`src/rtl/mbs_pkg.sv`:
```
package mbs_pkg;
   localparam int ADDR_W  = 5;
   localparam int CMD_W   = 3;
   localparam int DATA_W  = 8;
   localparam int FRAME_W = ADDR_W + CMD_W + DATA_W;
   localparam int CELLS   = FRAME_W + 1;
   localparam logic [ADDR_W-1:0] ADDR_ALL = '1;
   localparam logic [CMD_W-1:0]  CMD_READ = 3'b001;

   typedef struct packed {
      logic [ADDR_W-1:0] addr;
      logic [CMD_W-1:0]  cmd;
      logic [DATA_W-1:0] data;
   } frame_t;
endpackage

```
`src/rtl/mbs_rx_decoder.sv`:
```
module mbs_rx_decoder
   import mbs_pkg::*;
#(
   parameter int HALF_CLKS   = 4,
   parameter int SYNC_STAGES = 2
) (
   input  logic   clk,
   input  logic   rst_n,
   input  logic   rx_line,
   output logic   frame_valid,
   output frame_t frame_out,
   output logic   code_err
);
   localparam int QUIET_CLKS = 3 * HALF_CLKS;
   localparam int CW         = $clog2(QUIET_CLKS + 1);
   localparam int HW         = $clog2(2 * CELLS);
   localparam int SAMPLE_AT  = HALF_CLKS / 2;

   typedef enum logic [1:0] {D_QUIET, D_ARMED, D_RUN} dstate_t;

   logic           rx_s, rx_d, first_h;
   dstate_t        st;
   logic [CW-1:0]  cnt;
   logic [HW-1:0]  hidx;
   logic [CELLS-1:0] sh;

   if (SYNC_STAGES == 0) begin : g_nosync
      assign rx_s = rx_line;
   end else begin : g_sync
      logic [SYNC_STAGES-1:0] ff;
      always_ff @(posedge clk) begin
         if (!rst_n) ff <= '0;
         else        ff <= (ff << 1) | SYNC_STAGES'(rx_line);
      end
      assign rx_s = ff[SYNC_STAGES-1];
   end

   always_ff @(posedge clk) begin
      if (!rst_n) begin
         st          <= D_QUIET;
         rx_d        <= 1'b0;
         cnt         <= '0;
         hidx        <= '0;
         first_h     <= 1'b0;
         sh          <= '0;
         frame_valid <= 1'b0;
         code_err    <= 1'b0;
      end else begin
         frame_valid <= 1'b0;
         code_err    <= 1'b0;
         rx_d        <= rx_s;
         case (st)
            D_QUIET: begin
               if (rx_s)                        cnt <= '0;
               else if (cnt == CW'(QUIET_CLKS - 1)) st <= D_ARMED;
               else                             cnt <= cnt + 1'b1;
            end
            D_ARMED: begin
               if (rx_s && !rx_d) begin
                  st   <= D_RUN;
                  cnt  <= CW'(1);
                  hidx <= '0;
               end
            end
            default: begin
               if (cnt == CW'(HALF_CLKS - 1)) begin
                  cnt  <= '0;
                  hidx <= hidx + 1'b1;
               end else begin
                  cnt <= cnt + 1'b1;
               end
               if (cnt == CW'(SAMPLE_AT)) begin
                  if (!hidx[0]) begin
                     first_h <= rx_s;
                  end else if (rx_s == first_h) begin
                     code_err <= 1'b1;
                     st       <= D_QUIET;
                     cnt      <= '0;
                  end else begin
                     sh <= {sh[CELLS-2:0], first_h};
                     if (hidx == HW'(2 * CELLS - 1)) begin
                        frame_valid <= 1'b1;
                        st          <= D_QUIET;
                        cnt         <= '0;
                     end
                  end
               end
            end
         endcase
      end
   end

   assign frame_out = frame_t'(sh[FRAME_W-1:0]);


   err_from_run_chk: assert property (@(posedge clk) disable iff (!rst_n)
      code_err |-> $past(st) == D_RUN && !frame_valid)
      else $error("coding error raised outside a frame");


   frame_from_run_chk: assert property (@(posedge clk) disable iff (!rst_n)
      frame_valid |-> $past(st) == D_RUN && st == D_QUIET)
      else $error("frame completed outside a run");
endmodule

```
`src/rtl/mbs_frame_filter.sv`:
```
module mbs_frame_filter
   import mbs_pkg::*;
(
   input  logic              clk,
   input  logic              rst_n,
   input  logic [ADDR_W-1:0] node_addr,
   input  logic              frame_valid,
   input  frame_t            frame_in,
   input  logic [DATA_W-1:0] rsp_data,
   output logic              cmd_valid,
   output logic [CMD_W-1:0]  cmd_code,
   output logic [DATA_W-1:0] cmd_data,
   output logic              cmd_bcast,
   output logic              reply_go,
   output frame_t            reply_frame
);
   logic hit_own, hit_all;
   assign hit_all = (frame_in.addr == ADDR_ALL);
   assign hit_own = (frame_in.addr == node_addr) && !hit_all;

   always_ff @(posedge clk) begin
      if (!rst_n) begin
         cmd_valid   <= 1'b0;
         cmd_code    <= '0;
         cmd_data    <= '0;
         cmd_bcast   <= 1'b0;
         reply_go    <= 1'b0;
         reply_frame <= '0;
      end else begin
         cmd_valid <= frame_valid && (hit_own || hit_all);
         reply_go  <= frame_valid && hit_own && (frame_in.cmd == CMD_READ);
         if (frame_valid && (hit_own || hit_all)) begin
            cmd_code  <= frame_in.cmd;
            cmd_data  <= frame_in.data;
            cmd_bcast <= hit_all;
            reply_frame <= '{addr: node_addr, cmd: frame_in.cmd, data: rsp_data};
         end
      end
   end


   cmd_after_frame_chk: assert property (@(posedge clk) disable iff (!rst_n)
      cmd_valid |-> $past(frame_valid))
      else $error("command pulse without a decoded frame");


   no_bcast_reply_chk: assert property (@(posedge clk) disable iff (!rst_n)
      reply_go |-> cmd_valid && !cmd_bcast)
      else $error("reply requested for a broadcast frame");
endmodule

```
`src/rtl/mbs_tx_encoder.sv`:
```
module mbs_tx_encoder
   import mbs_pkg::*;
#(
   parameter int HALF_CLKS = 4
) (
   input  logic   clk,
   input  logic   rst_n,
   input  logic   go,
   input  frame_t frame_in,
   output logic   tx_line,
   output logic   tx_busy
);
   localparam int CW = $clog2(HALF_CLKS + 1);
   localparam int HW = $clog2(2 * CELLS);

   logic             pend_v;
   frame_t           pend;
   logic [CELLS-1:0] sh;
   logic [CW-1:0]    cnt;
   logic [HW-1:0]    hidx;

   always_ff @(posedge clk) begin
      if (!rst_n) begin
         tx_busy <= 1'b0;
         pend_v  <= 1'b0;
         pend    <= '0;
         sh      <= '0;
         cnt     <= '0;
         hidx    <= '0;
      end else begin
         if (tx_busy) begin
            if (cnt == CW'(HALF_CLKS - 1)) begin
               cnt <= '0;
               if (hidx == HW'(2 * CELLS - 1)) begin
                  tx_busy <= 1'b0;
               end else begin
                  hidx <= hidx + 1'b1;
                  if (hidx[0]) sh <= sh << 1;
               end
            end else begin
               cnt <= cnt + 1'b1;
            end
            if (go) begin
               pend   <= frame_in;
               pend_v <= 1'b1;
            end
         end else if (pend_v) begin
            tx_busy <= 1'b1;
            sh      <= {1'b1, pend};
            cnt     <= '0;
            hidx    <= '0;
            pend_v  <= go;
            if (go) pend <= frame_in;
         end else if (go) begin
            tx_busy <= 1'b1;
            sh      <= {1'b1, frame_in};
            cnt     <= '0;
            hidx    <= '0;
         end
      end
   end

   assign tx_line = tx_busy && (sh[CELLS-1] ^ hidx[0]);


   mid_cell_flip_chk: assert property (@(posedge clk) disable iff (!rst_n)
      (tx_busy && cnt == '0 && hidx[0]) |-> tx_line != $past(tx_line))
      else $error("reply cell without mid-cell transition");
endmodule

```
`src/rtl/mbs_bus_slave.sv`:
```
module mbs_bus_slave
   import mbs_pkg::*;
#(
   parameter int HALF_CLKS   = 4,
   parameter int SYNC_STAGES = 2
) (
   input  logic              clk,
   input  logic              rst_n,
   input  logic [ADDR_W-1:0] node_addr,
   input  logic              bus_rx,
   output logic              bus_tx,
   output logic              code_err,
   output logic              cmd_valid,
   output logic [CMD_W-1:0]  cmd_code,
   output logic [DATA_W-1:0] cmd_data,
   output logic              cmd_bcast,
   input  logic [DATA_W-1:0] rsp_data
);
   if (HALF_CLKS < 2) begin : g_bad_half
      $error("HALF_CLKS must be at least 2");
   end
   if (SYNC_STAGES > 4) begin : g_bad_sync
      $error("SYNC_STAGES must be 0 to 4");
   end

   logic   frame_valid, reply_go, tx_busy;
   frame_t rx_frame, reply_frame;

   mbs_rx_decoder #(.HALF_CLKS(HALF_CLKS), .SYNC_STAGES(SYNC_STAGES)) u_dec (
      .clk(clk), .rst_n(rst_n), .rx_line(bus_rx),
      .frame_valid(frame_valid), .frame_out(rx_frame), .code_err(code_err));

   mbs_frame_filter u_filt (
      .clk(clk), .rst_n(rst_n), .node_addr(node_addr),
      .frame_valid(frame_valid), .frame_in(rx_frame), .rsp_data(rsp_data),
      .cmd_valid(cmd_valid), .cmd_code(cmd_code), .cmd_data(cmd_data),
      .cmd_bcast(cmd_bcast), .reply_go(reply_go), .reply_frame(reply_frame));

   mbs_tx_encoder #(.HALF_CLKS(HALF_CLKS)) u_enc (
      .clk(clk), .rst_n(rst_n), .go(reply_go), .frame_in(reply_frame),
      .tx_line(bus_tx), .tx_busy(tx_busy));


   idle_after_reset_chk: assert property (@(posedge clk)
      $rose(rst_n) |-> !bus_tx && !cmd_valid && !code_err)
      else $error("outputs active right after reset");


   bcast_silent_chk: assert property (@(posedge clk) disable iff (!rst_n)
      (cmd_valid && cmd_bcast) |=> !$rose(tx_busy))
      else $error("transmission started after broadcast");
endmodule

```
`config.mk`:
```
export PLATFORM = sky130hd
export DESIGN_NAME = mbs_bus_slave
export DESIGN_NICKNAME = d
export VERILOG_FILES = /design/src/rtl/mbs_pkg.sv /design/src/rtl/mbs_rx_decoder.sv /design/src/rtl/mbs_frame_filter.sv /design/src/rtl/mbs_tx_encoder.sv /design/src/rtl/mbs_bus_slave.sv
export SDC_FILE = /design/constraint.sdc
export NUM_CORES = 1
export LEC_CHECK = 0
export BUFFER_PORTS_ARGS = -buffer_cell sky130_fd_sc_hd__buf_4
export CELL_PAD_IN_SITES_DETAIL_PLACEMENT = 1
export CELL_PAD_IN_SITES_GLOBAL_PLACEMENT = 2
export CORE_ASPECT_RATIO = 2
export CORE_MARGIN = 2
export CORE_UTILIZATION = 42
export CTS_BUF_LIST = sky130_fd_sc_hd__clkbuf_4
export DETAILED_ROUTE_END_ITERATION = 16
export PLACE_DENSITY_LB_ADDON = 0.1
export SLEW_MARGIN = 20
export SYNTH_ARGS = -nofsm -noshare
export SYNTH_HDL_FRONTEND = slang
export SYNTH_SLANG_ARGS = --single-unit
```
`constraint.sdc`:
```
create_clock -name clk -period 4.3 [get_ports clk]
set_clock_uncertainty 0.05 [all_clocks]
set_input_delay 0.645 -clock clk [delete_from_list [all_inputs] [get_ports clk]]
set_output_delay 0.645 -clock clk [all_outputs]
set_load 0.005 [all_outputs]
```
==> results.json <==
{
  "status": "finished, final reports clean",
  "setup_slack_ns": 1.74,
  "initial_utilization_pct": 43.2,
  "grt_use_total_pct": 19.4,
  "ctsHoldBuffers": 0,
  "timing.hold.ws_ns": 0.351,
  "portBuffers": 30,
  "synthArstFlopShare_pct": 0,
  "start_kind": "flop",
  "synth_edf_count": 0,
  "end_kind": "primary output",
  "grt_pass1_wl_um": 19100,
  "num_rows": 54,
  "final_core_util_pct": 46.9,
  "hpwlAfterDp_um": 8050,
  "cts_setup_buffers": 0,
  "critPathTopFamily": "flip-flops",
  "drc": 0,
  "nets": 571,
  "cts-root-buf": "clkbuf_4",
  "clock_sinks": 105,
  "ant_nets": 0,
  "io_pins": 31,
  "clk_transition_reported_paths_ns": 0.17,
  "synth_warnings": 0,
  "p_leak_nw": 1.89,
  "clock_latency_ns": 0.47,
  "period_needed_ns": 2.56,
  "hold_viol": 0,
  "synth_cell_type_count": 55,
  "num_vias": 3811,
  "syn_inst": 540,
  "rsz0062_at_grt": "no",
  "cp_cell_sequence": "inv_2 > nor2_1 > buf_4",
  "wl_per_cell_um": 16.1,
  "required_ns": 3.61,
  "clockBufferDepth": 2,
  "final_cells": 694,
  "coreArea_um2": 10900,
  "layout-drive-gt1-share_pct": 10.7,
  "area_growth_pct": 8.69,
  "power_density_nw_per_um2": 307,
  "htree_levels": 3,
  "ys_seq_elements": 105,
  "antenna_found_initial": 1,
  "dr.pass1.iters": 4,
  "drt-total-wl_um": 11100,
  "setup.worst_path.class": "flop to primary output",
  "via_per_inst": 5.49,
  "cp_slowest_stage_delay_ns": 0.69,
  "path_buf_inv": 2,
  "grt_pass1_vias": 3934,
  "slew_violations": 0,
  "setup_viol": 0,
  "ys_seq_area_share_pct": 44.5,
  "cts_buffers": 9,
  "tightest_slew_ns": 1.07,
  "ir_worst_vdd_uv": 153,
  "worst-path-max-fanout": 37,
  "hp-class": "input pin to flop",
  "grt-ovfl-total": 0,
  "fp.dieW_um": 79.0,
  "syn_avg_cell_area_um2": 8.75,
  "pre_cts_ws_ns": 1.69,
  "max_freq_ghz": 0.391,
  "maxSlewHeadroom_pct": 28.6,
  "cts_tree": "done",
  "cts.repair.resized": 0,
  "maxCapViolCount": 0,
  "drt_iter0_markers": 131,
  "setup-tns-final_ns": 0,
  "gp_congestion": 0.757,
  "cp_data_arrival_time_ns": 1.86,
  "synthesis.area_um2": 4720,
  "grt_max_degree": 40,
  "die_area_um2": 12200,
  "post-route-period-util_pct": 59.4,
  "synth_ff_type": "dfxtp_1",
  "slowest_stage": "dfxtp_1",
  "dpl.cell_count": 677,
  "synth_nets": 563,
  "fp.dieH_um": 154
}
-- report_power, final --
part / switching (mW) / internal (mW)
registers: 0.00572 / 0.978
logic: 0.0385 / 0.0262
clock network: 0.348 / 0.182
total: 0.392 / 1.19
-- flip-flops by register name, summed over array words and instances (netlist names), 2 cells and up --
| register | count |
|---|---|
| u_filt.reply_frame | 13 |
| u_dec.hidx | 6 |
| u_dec.sh | 16 |
| u_enc.sh | 17 |
| u_filt.cmd_data | 8 |
| u_dec.st | 2 |
| u_enc.pend | 16 |
| u_dec.g_sync.ff | 2 |
| u_enc.cnt | 3 |
| u_enc.hidx | 6 |
| u_filt.cmd_code | 3 |
| u_dec.cnt | 4 |
-- placed cells by master, fill, tap and decap left out, drive strengths merged, types with 2 or more instances in the layout --
cell	instances
a211o	2
a211oi	3
a21boi	2
a21o	2
a21oi	45
a22oi	4
and2	4
and4bb	2
buf	34
clkbuf	9
clkinv	3
dfxtp	105
ha	7
inv	14
mux2i	57
nand2	109
nand2b	2
nand3	10
nand4	4
nand4bb	3
nor2	35
nor2b	3
nor3	6
nor3b	2
o2111ai	16
o21a	4
o21ai	22
o22ai	2
o31ai	2
or3	7
or4	2
xnor2	8
xor2	5
-- final cells by class --
cell class                 instances  area, um2
antenna                            1       2.50
clock buffer                       9       67.6
clock inverter                     7       76.3
fill                            1328       5810
inverter                          12       45.0
multi-input combinational        386       2410
sequential                       105       2100
tap                              140        175
timing repair buffer              34        255
-- synth_stat cells, types with 2 or more instances --
library cell  count  area (um2)
dfxtp_1         105        2100
a211oi_1          3        22.5
nor3_1            6        30.0
nor2_1           35         131
a21o_1            2        15.0
inv_1            11        41.3
or4_1             2        15.0
o2111ai_1        16         140
xor2_1            5        43.8
nor3b_1           2        15.0
or3_1             7        43.8
nand4_1           4        25.0
and2_1            4        25.0
nand2b_1          2        12.5
a22oi_1           4        30.0
ha_1              7        87.6
nand2_1         109         409
o21ai_0          21         105
nor2b_1           3        18.8
a211o_1           2        17.5
o31ai_1           2        15.0
nand4bb_1         3        33.8
xnor2_1           8        70.1
nand3_1          10        50.1
buf_2             5        25.0
a21oi_1          45         225
buf_4             4        30.0
buf_6             3        33.8
o21a_1            4        30.0
clkbuf_1         24        90.1
mux2i_1          57         571
a21boi_0          2        15.0
-- worst paths after layout --
| kind | start | end | slack [ns] | cells after the start |
|---|---|---|---|---|
| max reg2reg | u_enc.tx_busy$_SDFF_PN0_ | u_enc.sh[15]$_SDFFE_PN0P_ | 1.86 | 4 |
| min reg2reg | u_enc.cnt[2]$_SDFFE_PN0P_ | u_enc.cnt[2]$_SDFFE_PN0P_ | 0.42 | 2 |
| max | u_enc.tx_busy$_SDFF_PN0_ | bus_tx | 1.74 | 3 |
| min | bus_rx | u_dec.g_sync.ff[0]$_SDFF_PN0_ | 0.35 | 2 |
-- metal layers --
layer | GRT usage, % | share of wire [%] | vias to the layer above
li1 | - | - | 1897
met1 | 21.5 | 41 | 1863
met2 | 36.2 | 55 | 29
met5 | 0 | 0 | -
met3 | 2.58 | 1.7 | 22
met4 | 7.47 | 2.3 | 0
-- worst register-to-register path, stage by stage (launching register included) --
cell     delay [ns]
dfxtp_1        0.69
inv_2          0.40
a21oi_1        0.87
o21ai_0        0.20
a21oi_1        0.17
-- metrics by stage --
step           total power, mW  instance area (um2)
4_1_cts                   1.60                 5130
2_1_floorplan             1.04                 4720
3_3_place_gp              1.07                 4980
3_5_place_dp              1.07                 4980
5_1_grt                   1.64                 5130
6_report                  1.58                 5130
-- kinds of logic after synthesis --
kind of cell             after synthesis  synth area share, %
AND/OR/NAND/NOR                      196                 18.9
buffers and inverters                 49                 4.82
XOR/XNOR                              13                 2.41
AO/OA/AOI/OAI                        112                 15.3
adder cells (fa/ha/maj)                7                 1.85
flip-flops                           105                 44.5
multiplexers                          58                 12.3
No activity file was read; power rests on OpenSTA's default activity.
